`src/rtl/tmr16_pkg.sv`:
```
package tmr16_pkg;
  localparam int BYTE_W = 8;
  localparam int CNT_W  = 2 * BYTE_W;
  localparam int ADDR_W = 4;
  localparam int NCH    = 2;
  localparam int NFLG   = NCH + 1;

  typedef enum logic [ADDR_W-1:0] {
    RA_CNT_LO  = 4'd0,
    RA_CNT_HI  = 4'd1,
    RA_CMPA_LO = 4'd2,
    RA_CMPA_HI = 4'd3,
    RA_CMPB_LO = 4'd4,
    RA_CMPB_HI = 4'd5,
    RA_CTRL    = 4'd6,
    RA_FORCE   = 4'd7,
    RA_FLAGS   = 4'd8
  } reg_addr_e;

  // control byte, bits 5:0; bits 7:6 are not stored
  typedef struct packed {
    logic [NCH-1:0] tog_en;    // bits 5:4
    logic           ie_ovf;    // bit 3
    logic [NCH-1:0] ie_cmp;    // bits 2:1
    logic           clr_on_a;  // bit 0
  } ctrl_t;

  localparam int CTRL_W = $bits(ctrl_t);

  function automatic logic [BYTE_W-1:0] f_lo(input logic [CNT_W-1:0] v);
    return v[BYTE_W-1:0];
  endfunction

  function automatic logic [BYTE_W-1:0] f_hi(input logic [CNT_W-1:0] v);
    return v[CNT_W-1:BYTE_W];
  endfunction

  function automatic logic f_match(input logic [CNT_W-1:0] cnt, input logic [CNT_W-1:0] cmp);
    return cnt == cmp;
  endfunction

  function automatic logic [CNT_W-1:0] f_next_cnt(input logic [CNT_W-1:0] cnt,
                                                   input logic [CNT_W-1:0] top,
                                                   input logic clr_on_a);
    if (clr_on_a && (cnt == top)) return '0;
    return cnt + 1'b1;
  endfunction

  function automatic logic f_wrap(input logic [CNT_W-1:0] cnt, input logic clr_on_a);
    return !clr_on_a && (cnt == {CNT_W{1'b1}});
  endfunction
endpackage

```
`src/rtl/tmr16_bus.sv`:
```
module tmr16_bus
  import tmr16_pkg::*;
(
  input  logic                       clk,
  input  logic                       rst_n,
  input  logic                       wr,
  input  logic                       rd,
  input  logic [ADDR_W-1:0]          addr,
  input  logic [BYTE_W-1:0]          wdata,
  input  logic [CNT_W-1:0]           cnt,
  input  logic [NFLG-1:0]            flags,
  output logic [BYTE_W-1:0]          rdata,
  output logic                       cnt_wr,
  output logic [CNT_W-1:0]           cnt_wdata,
  output logic [NCH-1:0][CNT_W-1:0]  cmp,
  output ctrl_t                      ctrl,
  output logic [NCH-1:0]             frc,
  output logic [NFLG-1:0]            flg_clr
);
  logic [BYTE_W-1:0] hold_q;
  logic              hi_wr;
  logic              lo_rd;
  logic [BYTE_W-1:0] lo_rd_hi;
  logic [NCH-1:0]    cmp_wr;

  always_comb begin
    hi_wr     = wr && (addr == RA_CNT_HI || addr == RA_CMPA_HI || addr == RA_CMPB_HI);
    cnt_wr    = wr && (addr == RA_CNT_LO);
    cnt_wdata = {hold_q, wdata};
    frc       = (wr && addr == RA_FORCE) ? wdata[NCH-1:0]  : '0;
    flg_clr   = (wr && addr == RA_FLAGS) ? wdata[NFLG-1:0] : '0;
    for (int ch = 0; ch < NCH; ch++)
      cmp_wr[ch] = wr && (addr == ADDR_W'(int'(RA_CMPA_LO) + 2 * ch));
  end

  // read mux and holding-byte capture source
  always_comb begin
    rdata    = '0;
    lo_rd    = 1'b0;
    lo_rd_hi = '0;
    case (reg_addr_e'(addr))
      RA_CNT_LO: begin
        rdata    = f_lo(cnt);
        lo_rd    = rd;
        lo_rd_hi = f_hi(cnt);
      end
      RA_CMPA_LO: begin
        rdata    = f_lo(cmp[0]);
        lo_rd    = rd;
        lo_rd_hi = f_hi(cmp[0]);
      end
      RA_CMPB_LO: begin
        rdata    = f_lo(cmp[1]);
        lo_rd    = rd;
        lo_rd_hi = f_hi(cmp[1]);
      end
      RA_CNT_HI, RA_CMPA_HI, RA_CMPB_HI: rdata = hold_q;
      RA_CTRL:  rdata = BYTE_W'(ctrl);
      RA_FLAGS: rdata = BYTE_W'(flags);
      default:  rdata = '0;
    endcase
  end

  always_ff @(posedge clk or negedge rst_n) begin
    if (!rst_n) begin
      hold_q <= '0;
      ctrl   <= '0;
      cmp    <= '0;
    end else begin
      if (hi_wr)      hold_q <= wdata;
      else if (lo_rd) hold_q <= lo_rd_hi;
      if (wr && addr == RA_CTRL) ctrl <= ctrl_t'(wdata[CTRL_W-1:0]);
      for (int ch = 0; ch < NCH; ch++)
        if (cmp_wr[ch]) cmp[ch] <= {hold_q, wdata};
    end
  end
endmodule

```
`src/rtl/tmr16_count.sv`:
```
module tmr16_count
  import tmr16_pkg::*;
(
  input  logic             clk,
  input  logic             rst_n,
  input  logic             tick,
  input  logic             ld,
  input  logic [CNT_W-1:0] ld_val,
  input  logic [CNT_W-1:0] top,
  input  logic             clr_on_a,
  output logic [CNT_W-1:0] cnt,
  output logic             eval,
  output logic             blk,
  output logic             wrap
);
  assign eval = tick && !ld;
  assign wrap = eval && f_wrap(cnt, clr_on_a);

  always_ff @(posedge clk or negedge rst_n) begin
    if (!rst_n) begin
      cnt <= '0;
      blk <= 1'b0;
    end else if (ld) begin
      cnt <= ld_val;
      blk <= 1'b1;
    end else if (tick) begin
      cnt <= f_next_cnt(cnt, top, clr_on_a);
      blk <= 1'b0;
    end
  end
endmodule

```
`src/rtl/tmr16_chan.sv`:
```
module tmr16_chan
  import tmr16_pkg::*;
(
  input  logic             clk,
  input  logic             rst_n,
  input  logic [CNT_W-1:0] cnt,
  input  logic [CNT_W-1:0] cmp,
  input  logic             eval,
  input  logic             blk,
  input  logic             frc,
  input  logic             tog_en,
  input  logic             clr,
  output logic             evt,
  output logic             flag,
  output logic             wave
);
  assign evt = eval && !blk && f_match(cnt, cmp);

  always_ff @(posedge clk or negedge rst_n) begin
    if (!rst_n) begin
      flag <= 1'b0;
      wave <= 1'b0;
    end else begin
      if (evt)      flag <= 1'b1;
      else if (clr) flag <= 1'b0;
      if (tog_en && (evt || frc)) wave <= !wave;
    end
  end
endmodule

```
`src/rtl/tmr16_atomic.sv`:
```
module tmr16_atomic
  import tmr16_pkg::*;
(
  input  logic                clk,
  input  logic                rst_n,
  input  logic                tick,
  input  logic                bus_wr,
  input  logic                bus_rd,
  input  logic [ADDR_W-1:0]   bus_addr,
  input  logic [BYTE_W-1:0]   bus_wdata,
  output logic [BYTE_W-1:0]   bus_rdata,
  output logic                irq_cmp_a,
  output logic                irq_cmp_b,
  output logic                irq_ovf,
  output logic                wave_a,
  output logic                wave_b
);
  logic [CNT_W-1:0]          cnt_q;
  logic                      ld_s;
  logic [CNT_W-1:0]          ld_val_s;
  logic [NCH-1:0][CNT_W-1:0] cmp_s;
  ctrl_t                     ctrl_s;
  logic [NCH-1:0]            frc_s;
  logic [NFLG-1:0]           clr_s;
  logic                      eval_s;
  logic                      blk_s;
  logic                      wrap_s;
  logic [NCH-1:0]            evt_s;
  logic [NCH-1:0]            flag_s;
  logic [NCH-1:0]            wave_s;
  logic                      ovf_q;
  logic [NFLG-1:0]           flags_s;
  logic                      clr_mode_s;
  logic [CNT_W-1:0]          top_a_s;

  assign flags_s    = {ovf_q, flag_s};
  assign clr_mode_s = ctrl_s.clr_on_a;
  assign top_a_s    = cmp_s[0];

  tmr16_bus u_bus (
    .clk(clk), .rst_n(rst_n), .wr(bus_wr), .rd(bus_rd), .addr(bus_addr),
    .wdata(bus_wdata), .cnt(cnt_q), .flags(flags_s), .rdata(bus_rdata),
    .cnt_wr(ld_s), .cnt_wdata(ld_val_s), .cmp(cmp_s), .ctrl(ctrl_s),
    .frc(frc_s), .flg_clr(clr_s)
  );

  tmr16_count u_cnt (
    .clk(clk), .rst_n(rst_n), .tick(tick), .ld(ld_s), .ld_val(ld_val_s),
    .top(top_a_s), .clr_on_a(clr_mode_s), .cnt(cnt_q), .eval(eval_s),
    .blk(blk_s), .wrap(wrap_s)
  );

  for (genvar ch = 0; ch < NCH; ch++) begin : g_ch
    tmr16_chan u_chan (
      .clk(clk), .rst_n(rst_n), .cnt(cnt_q), .cmp(cmp_s[ch]), .eval(eval_s),
      .blk(blk_s), .frc(frc_s[ch]), .tog_en(ctrl_s.tog_en[ch]), .clr(clr_s[ch]),
      .evt(evt_s[ch]), .flag(flag_s[ch]), .wave(wave_s[ch])
    );
  end

  always_ff @(posedge clk or negedge rst_n) begin
    if (!rst_n)          ovf_q <= 1'b0;
    else if (wrap_s)     ovf_q <= 1'b1;
    else if (clr_s[NCH]) ovf_q <= 1'b0;
  end

  assign irq_cmp_a = flag_s[0] && ctrl_s.ie_cmp[0];
  assign irq_cmp_b = flag_s[1] && ctrl_s.ie_cmp[1];
  assign irq_ovf   = ovf_q && ctrl_s.ie_ovf;
  assign wave_a    = wave_s[0];
  assign wave_b    = wave_s[1];
endmodule

```
`config.mk`:
```
export PLATFORM = sky130hd
export DESIGN_NAME = tmr16_atomic
export DESIGN_NICKNAME = d
export VERILOG_FILES = /design/src/rtl/tmr16_pkg.sv /design/src/rtl/tmr16_bus.sv /design/src/rtl/tmr16_count.sv /design/src/rtl/tmr16_chan.sv /design/src/rtl/tmr16_atomic.sv
export SDC_FILE = /design/constraint.sdc
export NUM_CORES = 1
export LEC_CHECK = 0
export ABC_AREA = 1
export BUFFER_PORTS_ARGS = -buffer_cell sky130_fd_sc_hd__buf_4
export CAP_MARGIN = 0
export CORE_UTILIZATION = 60
export CTS_BUF_LIST = sky130_fd_sc_hd__clkbuf_4 sky130_fd_sc_hd__clkbuf_8 sky130_fd_sc_hd__clkbuf_16
export CTS_CLUSTER_DIAMETER = 60
export DETAILED_ROUTE_END_ITERATION = 16
export GPL_TIMING_DRIVEN = 0
export PLACE_DENSITY = 0.83
export SLEW_MARGIN = 40
export SYNTH_ARGS = -nofsm -noshare
export SYNTH_HDL_FRONTEND = slang
export SYNTH_SLANG_ARGS = --single-unit
```
`constraint.sdc`:
```
create_clock -name clk -period 2.4 [get_ports clk]
set_input_delay 0.36 -clock clk [delete_from_list [all_inputs] [get_ports clk]]
set_output_delay 0.36 -clock clk [all_outputs]
set_load 0.01 [all_outputs]
```
==> out/results.ini, run 1 <==
[clock_network]
hold_buffers=0
cts_max_level=3
clkTransAtPathRegs_ps=80
cts_buffer_depth=2
insertion_delay_ps=360
cts_tree=yes
post_cts_buffers=0
numClockSinks=68
clockRootBuffer=clkbuf_8
cts.repair.resized=0
numCtsBuffers=9

[logic_synthesis]
synth_area_per_cell_um2=7.23
synth_area_um2=4080
synth-simple-area-share_pct=26.0
synthAdderAreaFrac_pct=0.307
synth_top_family_by_area=simple AND/OR/NAND/NOR gates
synth-compound-area-share_pct=19.7
synth-xor-area-share_pct=2.36
synth_fp_nets=582
ys_ff_latch=68
synthMuxAreaShare_pct=0
syn_inst=564
synth_warnings=0
yosysUniqueCellTypes=34
yosysSeqAreaShare_pct=41.7

[pwr]
peakVddDrop_mv=0.633
p_int_w=0.00248
p_seq_share_pct=42.2
comb_power_share_pct=28.0
p_clk_share_pct=29.8
netSwitchingFraction_pct=36.0
power_density_nw_per_um2=836
net-switching-power_w=0.00140
p_leak_nw=2.34

[grt]
grt_usage_pct=36.1
grt_pass1_vias=3840
grt_overflow=0
antenna_found_initial=0
grt_max_degree=69
grt_first_pass_wirelength_um=19200

[placement]
dpl.hpwl_um=8740
port_buffers=29
gp_congestion=0.970
dp_cells=670

[routing]
wl_um=12300
vias_per_cell=6.02
drtAntennaViolNets=0
vias=4129
firstDrtPassIters=5
drc_errors=0
drt_iter0_drc=376
post_drt_wl_per_cell_um=17.9

[cells_and_area]
antenna_cells=0
fill_cells=559
final_common_cell=nand2_1
drive_above_1_share_pct=14.8
seq_area_um2=1700
nNetsFinal=622
multi_input_area_um2=1980
final_cell_mix=nand2_1, inv_1, dfrtp_1, o21ai_0, nor2_1
layout.cells.non_filler=686
area_growth_pct=13.7

[critical_path]
worstPathRequired_ps=2040
crit_slowest_cell=o22ai_1
crit_top_cell=buf_4
endpoint_kind=primary output
crit_arrival_ps=1850
worstSetupStartpointType=input pin
cp_cell_sequence=buf_4 > nor2_1 > nand2_1 > buf_2 > o22ai_1 > a21oi_1 > o221ai_1 > buf_4
slowest_delay_ps=350
r2r_cells=7
critPathKind=in2out
path_max_fanout=10

[sta]
fin_worst_skew_ps=9.25
rsz0062_at_grt=no
whs_ps=-3.89
worst_pin_slew_ps=667
max_freq_mhz=452
post-route-min-period_ps=2210
setup-tns-final_ps=0
finalCritPeriodShare_pct=92.1
drv_slew=0
setup_violations=0
hold_viol=4
slew_headroom_pct=55.5

[die]
die_h_um=84.5
io_pins=30
fp.dieArea_um2=7130
num_rows=29
die_w_um=84.5
core-area_um2=6460
start_util_pct=63.2

[run_status]
violations=negative hold slack
outcome=finished, violations left

[hold_path]
min_path_type=in2async

[run]
max-cap-violations=0

cells by family (layout without fill, tap and decap cells):
family	after synthesis	after routing
and+or+nand+nor	257	257
AOI/OAI and AO/OA	129	129
buffers and inverters	98	143
DFF	68	68
xor gates and xnor gates	11	11
adders and majority gates	1	1
worst paths after layout:
path                                startpoint                  end  slack, ps
setup / recovery                   bus_addr[3]         bus_rdata[4]        190
hold / removal                           rst_n         u_bus.cmp[5]         -4
setup reg to reg                  u_cnt.cnt[0]        u_cnt.cnt[14]        480
hold reg to reg            g_ch[1].u_chan.wave  g_ch[1].u_chan.wave        510
max in group asynchronous                rst_n                ovf_q       1960
min in group clk                          tick            u_cnt.blk        300
through the flow:
| step | hold slack [ps] | setup WS, ps | total power, W | instance area [µm²] | util, % |
|---|---|---|---|---|---|
| final | -3.89 | 189 | 0.00388 | 4640 | 71.8 |
| after global routing | 56.2 | 111 | 0.00408 | 4640 | 71.8 |
| after CTS | 35.9 | 258 | 0.00384 | 4640 | 71.8 |
| after detailed placement | 405 | 236 | 0.00270 | 4400 | 68.1 |
| after global placement | 468 | 283 | 0.00265 | 4390 | 68.0 |
| after floorplan | 64.4 | 928 | 0.00235 | 4080 | - |
Yosys cell counts (all sizes together):
| cell | number | area (µm²) |
|---|---|---|
| a21o | 1 | 7.51 |
| a21oi | 11 | 55.1 |
| a221o | 2 | 20.0 |
| a221oi | 1 | 8.76 |
| buf | 6 | 56.3 |
| clkbuf | 8 | 30.0 |
| dfrtp | 68 | 1700 |
| ha | 1 | 12.5 |
| inv | 84 | 315 |
| nand2 | 198 | 773 |
| nand3 | 15 | 85.1 |
| nand4 | 2 | 12.5 |
| nor2 | 37 | 159 |
| nor3 | 3 | 20.0 |
| nor4 | 1 | 6.26 |
| o2111ai | 2 | 17.5 |
| o21ai | 61 | 305 |
| o21bai | 15 | 150 |
| o221ai | 6 | 52.6 |
| o22ai | 30 | 188 |
| or2 | 1 | 6.26 |
| xor2 | 11 | 96.3 |
sequential cells by signal, summed over array words and instances, names as in the netlist:
register and flops:
g_ch.u_chan.flag 2, g_ch.u_chan.wave 2, ovf_q 1, u_bus.cmp 32
u_bus.ctrl 6, u_bus.hold_q 8, u_cnt.blk 1, u_cnt.cnt 16
power by group through the flow:
stage | combinational, W | sequential, W | clock, W
finish | 0.00108 | 0.00164 | 0.00115
floorplan | 0.000774 | 0.00158 | 0
CTS | 0.00107 | 0.00162 | 0.00115
global route | 0.00121 | 0.00166 | 0.00120
global placement | 0.00101 | 0.00163 | 0
detailed placement | 0.00106 | 0.00164 | 0
cell type report:
class,count,share of cell area [%]
clock inverter,7,2.48
timing repair buffer,29,4.78
tap,77,2.08
multi-input combinational,398,42.6
buffer,14,1.86
sequential,68,36.7
clock buffer,9,2.67
inverter,84,6.80
critical path, delay by kind of cell:
family | cells | cell delay (ps)
compound gates | 3 | 560
buf+inv | 3 | 580
simple gates | 2 | 350
metal layers:
| metal | up-vias | GRT usage, % | share of wire (%) |
|---|---|---|---|
| met3 | 55 | 10.9 | 12 |
| met4 | 0 | 19.6 | 4.5 |
| met1 | 1922 | 46.7 | 40 |
| met5 | - | 0 | 0 |
| met2 | 255 | 54.8 | 44 |
| li1 | 1897 | - | - |
(Power assumes the default switching activity.)
==> run 2, diff against run 1 <==
--- a/config.mk
+++ b/config.mk
@@ -5,15 +5,14 @@
 export SDC_FILE = /design/constraint.sdc
 export NUM_CORES = 1
 export LEC_CHECK = 0
-export ABC_AREA = 1
-export BUFFER_PORTS_ARGS = -buffer_cell sky130_fd_sc_hd__buf_4
 export CAP_MARGIN = 0
 export CORE_UTILIZATION = 60
 export CTS_BUF_LIST = sky130_fd_sc_hd__clkbuf_4 sky130_fd_sc_hd__clkbuf_8 sky130_fd_sc_hd__clkbuf_16
 export CTS_CLUSTER_DIAMETER = 60
 export DETAILED_ROUTE_END_ITERATION = 16
+export DONT_BUFFER_PORTS = 1
 export GPL_TIMING_DRIVEN = 0
-export PLACE_DENSITY = 0.83
+export PLACE_DENSITY = 0.8
 export SLEW_MARGIN = 40
 export SYNTH_ARGS = -nofsm -noshare
 export SYNTH_HDL_FRONTEND = slang
==> out/results.ini, run 2 <==
[run_status]
outcome=finished, final reports clean  ; was finished, violations left

[logic_synthesis]
yosys.cell_count.top_type=dfrtp_1  ; was nand2_1
syn_inst=381  ; was 564
ys_ff_latch=68  ; unchanged
synth_fp_nets=399  ; was 582
yosysSeqAreaShare_pct=41.6  ; was 41.7%
synthFlopType=dfrtp_1  ; unchanged
synth_warnings=0  ; unchanged
synth_top_area_share_pct=41.6  ; was 41.7%
synth_edf_count=0  ; unchanged
yosys.area.top_type=dfrtp_1  ; unchanged
synth.area.top_cells=dfrtp_1, mux2_2, xnor2_1  ; was dfrtp_1, nand2_1, o21ai_0
yosysUniqueCellTypes=57  ; was 34
synth_commonest_cells=dfrtp_1, nand2_1, mux2_2  ; was nand2_1, inv_1, dfrtp_1
synth_area_per_cell_um2=10.7  ; was 7.23 µm²
async_reset_ff_share_pct=100  ; unchanged
synth_area_um2=4090  ; was 4080 µm²

[die]
die_w_um=84.5  ; about the same
io_pins=30  ; unchanged
core-area_um2=6460  ; unchanged
die_h_um=84.5  ; about the same
num_rows=29  ; unchanged
fp.dieArea_um2=7150  ; was 7130 µm²
start_util_pct=63.3  ; was 63.2%

[pwr]
p_leak_nw=1.86  ; was 2.34 nW
power_density_nw_per_um2=907  ; was 836 nW/µm²
comb_power_share_pct=30.2  ; was 28.0%
net-switching-power_w=0.00140  ; about the same
p_clk_share_pct=28.7  ; was 29.8%
peakVddDrop_mv=0.530  ; was 0.633 mV
p_total_w=0.00405  ; was 0.00388 W
p_int_w=0.00264  ; was 0.00248 W
p_seq_share_pct=41.2  ; was 42.2%
netSwitchingFraction_pct=34.7  ; was 36.0%

[sta]
fin_worst_skew_ps=8.37  ; was 9.25 ps
setup-tns-final_ps=0  ; unchanged
setup_slack_ps=84.3  ; was 189 ps
drv_slew=0  ; unchanged
rsz0062_at_grt=no  ; unchanged
finalCritPeriodShare_pct=96.5  ; was 92.1%
worst_pin_slew_ps=813  ; was 667 ps
max_freq_mhz=432  ; was 452 MHz
slew_headroom_pct=45.3  ; was 55.5%
post-route-min-period_ps=2320  ; was 2210 ps
hold_viol=0  ; was 4
setup_violations=0  ; unchanged

[critical_path]
endpoint_kind=primary output  ; unchanged
critPathKind=in2out  ; unchanged
crit_arrival_ps=1960  ; was 1850 ps
worstPathRequired_ps=2040  ; about the same
slowest_delay_ps=440  ; was 350 ps
crit_slowest_cell=clkbuf_1  ; was o22ai_1
path_max_fanout=10  ; unchanged
r2r_start=u_cnt.cnt[1]  ; was u_cnt.cnt[0]
worstSetupStartpoint=bus_addr[0]  ; was bus_addr[3]
cp_cell_sequence=buf_4 > nor4_4 > clkbuf_8 > clkbuf_1 > a222oi_1 > o211ai_1  ; was buf_4 > nor2_1 > nand2_1 > buf_2 > o22ai_1 > a21oi_1 > o221ai_1 > buf_4
critical-path-top-delay-family=buffers and inverters  ; unchanged
worstSetupStartpointType=input pin  ; unchanged
crit_buf_inv=3  ; unchanged

[cells_and_area]
drive_above_1_share_pct=24.3  ; was 14.8%
layout.cells.non_filler=476  ; was 686
area_growth_pct=9.12  ; was 13.7%
antenna_cells=0  ; unchanged
largestRegisters=u_bus.cmp x32, u_cnt.cnt x16, u_bus.hold_q x8  ; unchanged
final_common_cell=dfrtp_1  ; was nand2_1
nNetsFinal=412  ; was 622
largest_reg_flops=32  ; unchanged
final_util_pct=69.1  ; was 71.8%
final_cell_mix=dfrtp_1, nand2_1, mux2_2, o21ai_0  ; was nand2_1, inv_1, dfrtp_1, o21ai_0, nor2_1
largest_register=u_bus.cmp  ; unchanged

[grt]
antenna_found_initial=0  ; unchanged
grt_usage_pct=33.7  ; was 36.1%
top_usage_layer=met2  ; unchanged
grt_use_met2_pct=49.8  ; was 54.8%
use_met3_pct=8.55  ; was 10.9%
grt_overflow=0  ; unchanged
grt_first_pass_wirelength_um=17900  ; was 19200 µm
met1_usage_pct=46.3  ; was 46.7%
grt_max_degree=69  ; unchanged
grt_pass1_vias=3267  ; was 3840

[placement]
dp_slack_ps=139  ; was 236 ps
dp_cells=458  ; was 670
gp_congestion=0.971  ; was 0.970
dpl.hpwl_um=7800  ; was 8740 µm
port_buffers=0  ; was 29

[clock_network]
numCtsBuffers=9  ; unchanged
cts_buffer_depth=2  ; unchanged
clockRootBuffer=clkbuf_8  ; unchanged
clkTransAtPathRegs_ps=80  ; about the same
numClockSinks=68  ; unchanged
cts.repair.resized=0  ; unchanged
hold_buffers=2  ; was 0
cts_tree=yes  ; unchanged
post_cts_buffers=0  ; unchanged
insertion_delay_ps=360  ; about the same
cts_max_level=3  ; unchanged

[hold_path]
min_path_type=in2reg  ; was in2async
holdCritStartpoint=bus_wdata[4]

[routing]
drt_iter0_drc=312  ; was 376
wl_um=11100  ; was 12300 µm
drc_errors=0  ; unchanged
vias=3310  ; was 4129
firstDrtPassIters=7  ; was 5
vias_per_cell=6.95  ; was 6.02
drtAntennaViolNets=0  ; unchanged
post_drt_wl_per_cell_um=23.4  ; was 17.9 µm

[run]
max-cap-violations=0  ; unchanged

run 2: changes by cell type after synthesis, sizes merged, moves of 13 or more:
cell	previous run	this run
o21ai	61	23
nand2	198	44
a222oi	0	13
nor2	37	7
mux2	0	38
buf	6	20
inv	84	8
o21bai	15	0
a22oi	0	18
xnor2	0	19
o22ai	30	0
run 2: worst register-to-register path, cell delays in order (launching register included):
cell and delay, ps:
dfrtp_1 520, xor2_1 230, nor4_4 380, nand4_4 250, o31ai_4 430, o221ai_1 190
run 2: cell families (layout without fill, tap and decap cells):
logic type / after synthesis / in the layout / synth area share, %
muxes: 39 / 39 / 10.7
xor gates and xnor gates: 40 / 40 / 8.94
AOI/OAI and AO/OA: 83 / 83 / 15.4
adders and majority gates: 1 / 1 / 0.306
and+or+nand+nor: 113 / 113 / 17.0
buffers and inverters: 37 / 55 / 6.00
DFF: 68 / 68 / 41.6
run 2: power by group through the flow:
stage	sequential [W]	clock, W	combinational, W
floorplan	0.00158	0	0.000978
global placement	0.00166	0	0.00115
detailed placement	0.00167	0	0.00117
CTS	0.00165	0.00116	0.00121
global route	0.00169	0.00122	0.00133
finish	0.00167	0.00116	0.00122
run 2: per-stage QoR:
stage                     hold slack (ps)  cell area (µm²)
after CTS                             125             4460
after global routing                  122             4460
final                                 127             4460
after floorplan                      64.4             4090
after detailed placement             66.4             4180
after global placement               67.2             4180
run 2: layout make-up:
type / count / area (µm²)
multi-input combinational: 276 / 2140
inverter: 8 / 30.0
buffer: 29 / 215
fill: 466 / 2000
clock inverter: 7 / 115
timing repair buffer: 2 / 37.5
tap: 77 / 96.3
sequential: 68 / 1700
clock buffer: 9 / 124
run 2: path summary, 6_finish.rpt:
kind | slack [ps] | to | depth (start not counted)
setup / recovery | 80 | bus_rdata[2] | 6
hold / removal | 130 | u_cnt.cnt[4] | 2
setup reg to reg | 270 | u_cnt.cnt[13] | 5
hold reg to reg | 540 | u_bus.ctrl[2] | 1
max in group asynchronous | 1570 | u_bus.cmp[6] | 2
min in group asynchronous | 530 | u_cnt.cnt[2] | 2
run 2: per-layer routing:
layer	wire length, µm	share of wire (%)	vias up
met5	0	0	-
met4	435	3.9	0
met3	1050	9.5	49
met2	5000	45	192
met1	4660	42	1634
li1	-	-	1435
==> run 3, diff against run 2 <==
--- a/config.mk
+++ b/config.mk
@@ -6,6 +6,7 @@
 export NUM_CORES = 1
 export LEC_CHECK = 0
 export CAP_MARGIN = 0
+export CORE_ASPECT_RATIO = 1.75
 export CORE_UTILIZATION = 60
 export CTS_BUF_LIST = sky130_fd_sc_hd__clkbuf_4 sky130_fd_sc_hd__clkbuf_8 sky130_fd_sc_hd__clkbuf_16
 export CTS_CLUSTER_DIAMETER = 60
==> out/results.ini, run 3 (synthesized netlist as in run 2, its figures left out) <==
[run_status]
outcome=finished, final reports clean  ; unchanged

[critical_path]
worstSetupStartpoint=bus_addr[0]  ; unchanged
endpoint_kind=primary output  ; unchanged
crit_slowest_cell=nor4_4  ; was clkbuf_1
critPathKind=in2out  ; unchanged
cp_num_cells=5  ; was 6
slowest_delay_ps=600  ; was 440 ps
worstSetupStartpointType=input pin  ; unchanged
critical-path-top-delay-family=simple AND/OR/NAND/NOR gates  ; was buffers and inverters
cp_cell_sequence=buf_4 > nor4_4 > clkbuf_2 > a22oi_1 > nand3_1  ; was buf_4 > nor4_4 > clkbuf_8 > clkbuf_1 > a222oi_1 > o211ai_1
setup.worst_path.end=bus_rdata[4]  ; was bus_rdata[2]
r2r_cells=5  ; unchanged
crit_arrival_ps=1810  ; was 1960 ps
worstPathRequired_ps=2040  ; about the same
timing.rr.end=u_cnt.cnt[13]  ; unchanged
crit_buf_inv=2  ; was 3
rrSetupSlack_ps=250  ; was 270 ps
r2r_start=u_cnt.cnt[1]  ; unchanged
path_max_fanout=10  ; unchanged

[die]
die_w_um=64.4  ; was 84.5 µm
core-area_um2=6540  ; was 6460 µm²
fp.dieArea_um2=7160  ; was 7150 µm²
start_util_pct=62.5  ; was 63.3%
die_h_um=111  ; was 84.5 µm
io_pins=30  ; unchanged
num_rows=39  ; was 29

[routing]
vias_per_cell=6.81  ; was 6.95
vias=3257  ; was 3310
drtAntennaViolNets=0  ; unchanged
post_drt_wl_per_cell_um=23.9  ; was 23.4 µm
wl_um=11400  ; was 11100 µm
drc_errors=0  ; unchanged
drt_iter0_drc=241  ; was 312
firstDrtPassIters=5  ; was 7

[cells_and_area]
nNetsFinal=411  ; was 412
largest_reg_flops=32  ; unchanged
final_common_cell=dfrtp_1  ; unchanged
largestRegisters=u_bus.cmp x32, u_cnt.cnt x16, u_bus.hold_q x8  ; unchanged
drive_above_1_share_pct=24.2  ; was 24.3%
area_growth_pct=10.2  ; was 9.12%
largest_register=u_bus.cmp  ; unchanged
final_cell_mix=dfrtp_1, nand2_1, mux2_2, o21ai_0  ; unchanged
antenna_cells=0  ; unchanged

[sta]
slew_headroom_pct=46.6  ; was 45.3%
fin_worst_skew_ps=6.50  ; was 8.37 ps
max_freq_mhz=462  ; was 432 MHz
finalCritPeriodShare_pct=90.2  ; was 96.5%
whs_ps=155  ; was 127 ps
post-route-min-period_ps=2170  ; was 2320 ps
setup-tns-final_ps=0  ; unchanged
rsz0062_at_grt=no  ; unchanged
worst_pin_slew_ps=793  ; was 813 ps
setup_slack_ps=234  ; was 84.3 ps
hold_viol=0  ; unchanged
setup_violations=0  ; unchanged
drv_slew=0  ; unchanged

[grt]
antenna_found_initial=0  ; unchanged
grt_max_degree=69  ; unchanged
grt_overflow=0  ; unchanged
grt_first_pass_wirelength_um=18300  ; was 17900 µm
grt_usage_pct=35.1  ; was 33.7%
grt_pass1_vias=3341  ; was 3267

[clock_network]
numClockSinks=68  ; unchanged
numCtsBuffers=9  ; unchanged
cts_buffer_depth=2  ; unchanged
clockRootBuffer=clkbuf_16  ; was clkbuf_8
insertion_delay_ps=340  ; was 360 ps
clkTransAtPathRegs_ps=50  ; was 80 ps
post_cts_buffers=0  ; unchanged
cts_tree=yes  ; unchanged
cts_max_level=3  ; unchanged

[placement]
gp_congestion=0.953  ; was 0.971
dpl.hpwl_um=8210  ; was 7800 µm
dp_slack_ps=67.6  ; was 139 ps
port_buffers=0  ; unchanged

[pwr]
p_leak_nw=1.89  ; was 1.86 nW
peakVddDrop_mv=0.654  ; was 0.530 mV
power_density_nw_per_um2=928  ; was 907 nW/µm²
p_total_w=0.00418  ; was 0.00405 W

[run]
max-cap-violations=0  ; unchanged

[hold_path]
min_path_type=in2reg  ; unchanged

run 3: cell types whose count changed in the layout (fill, tap and decap cells not counted), moves of 2 or more:
cell / before / now
clkbuf_8: 13 / 4
bufinv_16: 3 / 1
clkbuf_16: 0 / 9
clkbuf_4: 0 / 2
clkbuf_1: 5 / 3
clkinvlp_4: 2 / 0
run 3: cell type report:
cell class	count	area (µm²)
tap	82	103
sequential	68	1700
clock inverter	3	40.0
clock buffer	11	240
multi-input combinational	276	2140
inverter	8	30.0
timing repair buffer	2	37.5
buffer	28	213
fill	512	2030
run 3: repair_timing:
action                                  in CTS  in global routing
endpoints found under the hold margin       68                  0
resized for setup                            0                  2
endpoints found under the setup margin       0                  3
hold buffers                                 2                  0
run 3: worst min path at each step:
stage,cells past startpoint,startpoint,slack [ps],to
floorplan,0,rst_n,60,g_ch[0].u_chan.flag
global placement,0,rst_n,70,u_bus.cmp[31]
detailed placement,0,rst_n,70,u_bus.cmp[31]
CTS,2,bus_wdata[1],160,u_cnt.cnt[1]
global route,2,bus_wdata[3],170,u_cnt.cnt[3]
finish,2,bus_wdata[1],150,u_cnt.cnt[1]
run 3: where the power goes:
part	switching (W)	internal, W
logic	0.000682	0.000558
registers	0.000268	0.00140
clock network	0.000461	0.000811
total	0.00141	0.00277
run 3: stage by stage:
step | util [%] | instance area [µm²] | cells
2_1_floorplan | - | 4090 | 381
3_3_place_gp | 64.1 | 4190 | 463
3_5_place_dp | 64.1 | 4190 | 463
4_1_cts | 68.9 | 4510 | 479
5_1_grt | 68.9 | 4510 | 478
6_report | 68.9 | 4510 | 478
run 3: routing by layer:
metal	vias to the layer above	share of wire, %	track usage, %
met5	-	0	0
met2	176	51	56.1
met3	45	7.9	7.10
met4	0	6.0	22.1
li1	1437	-	-
met1	1599	35	42.2
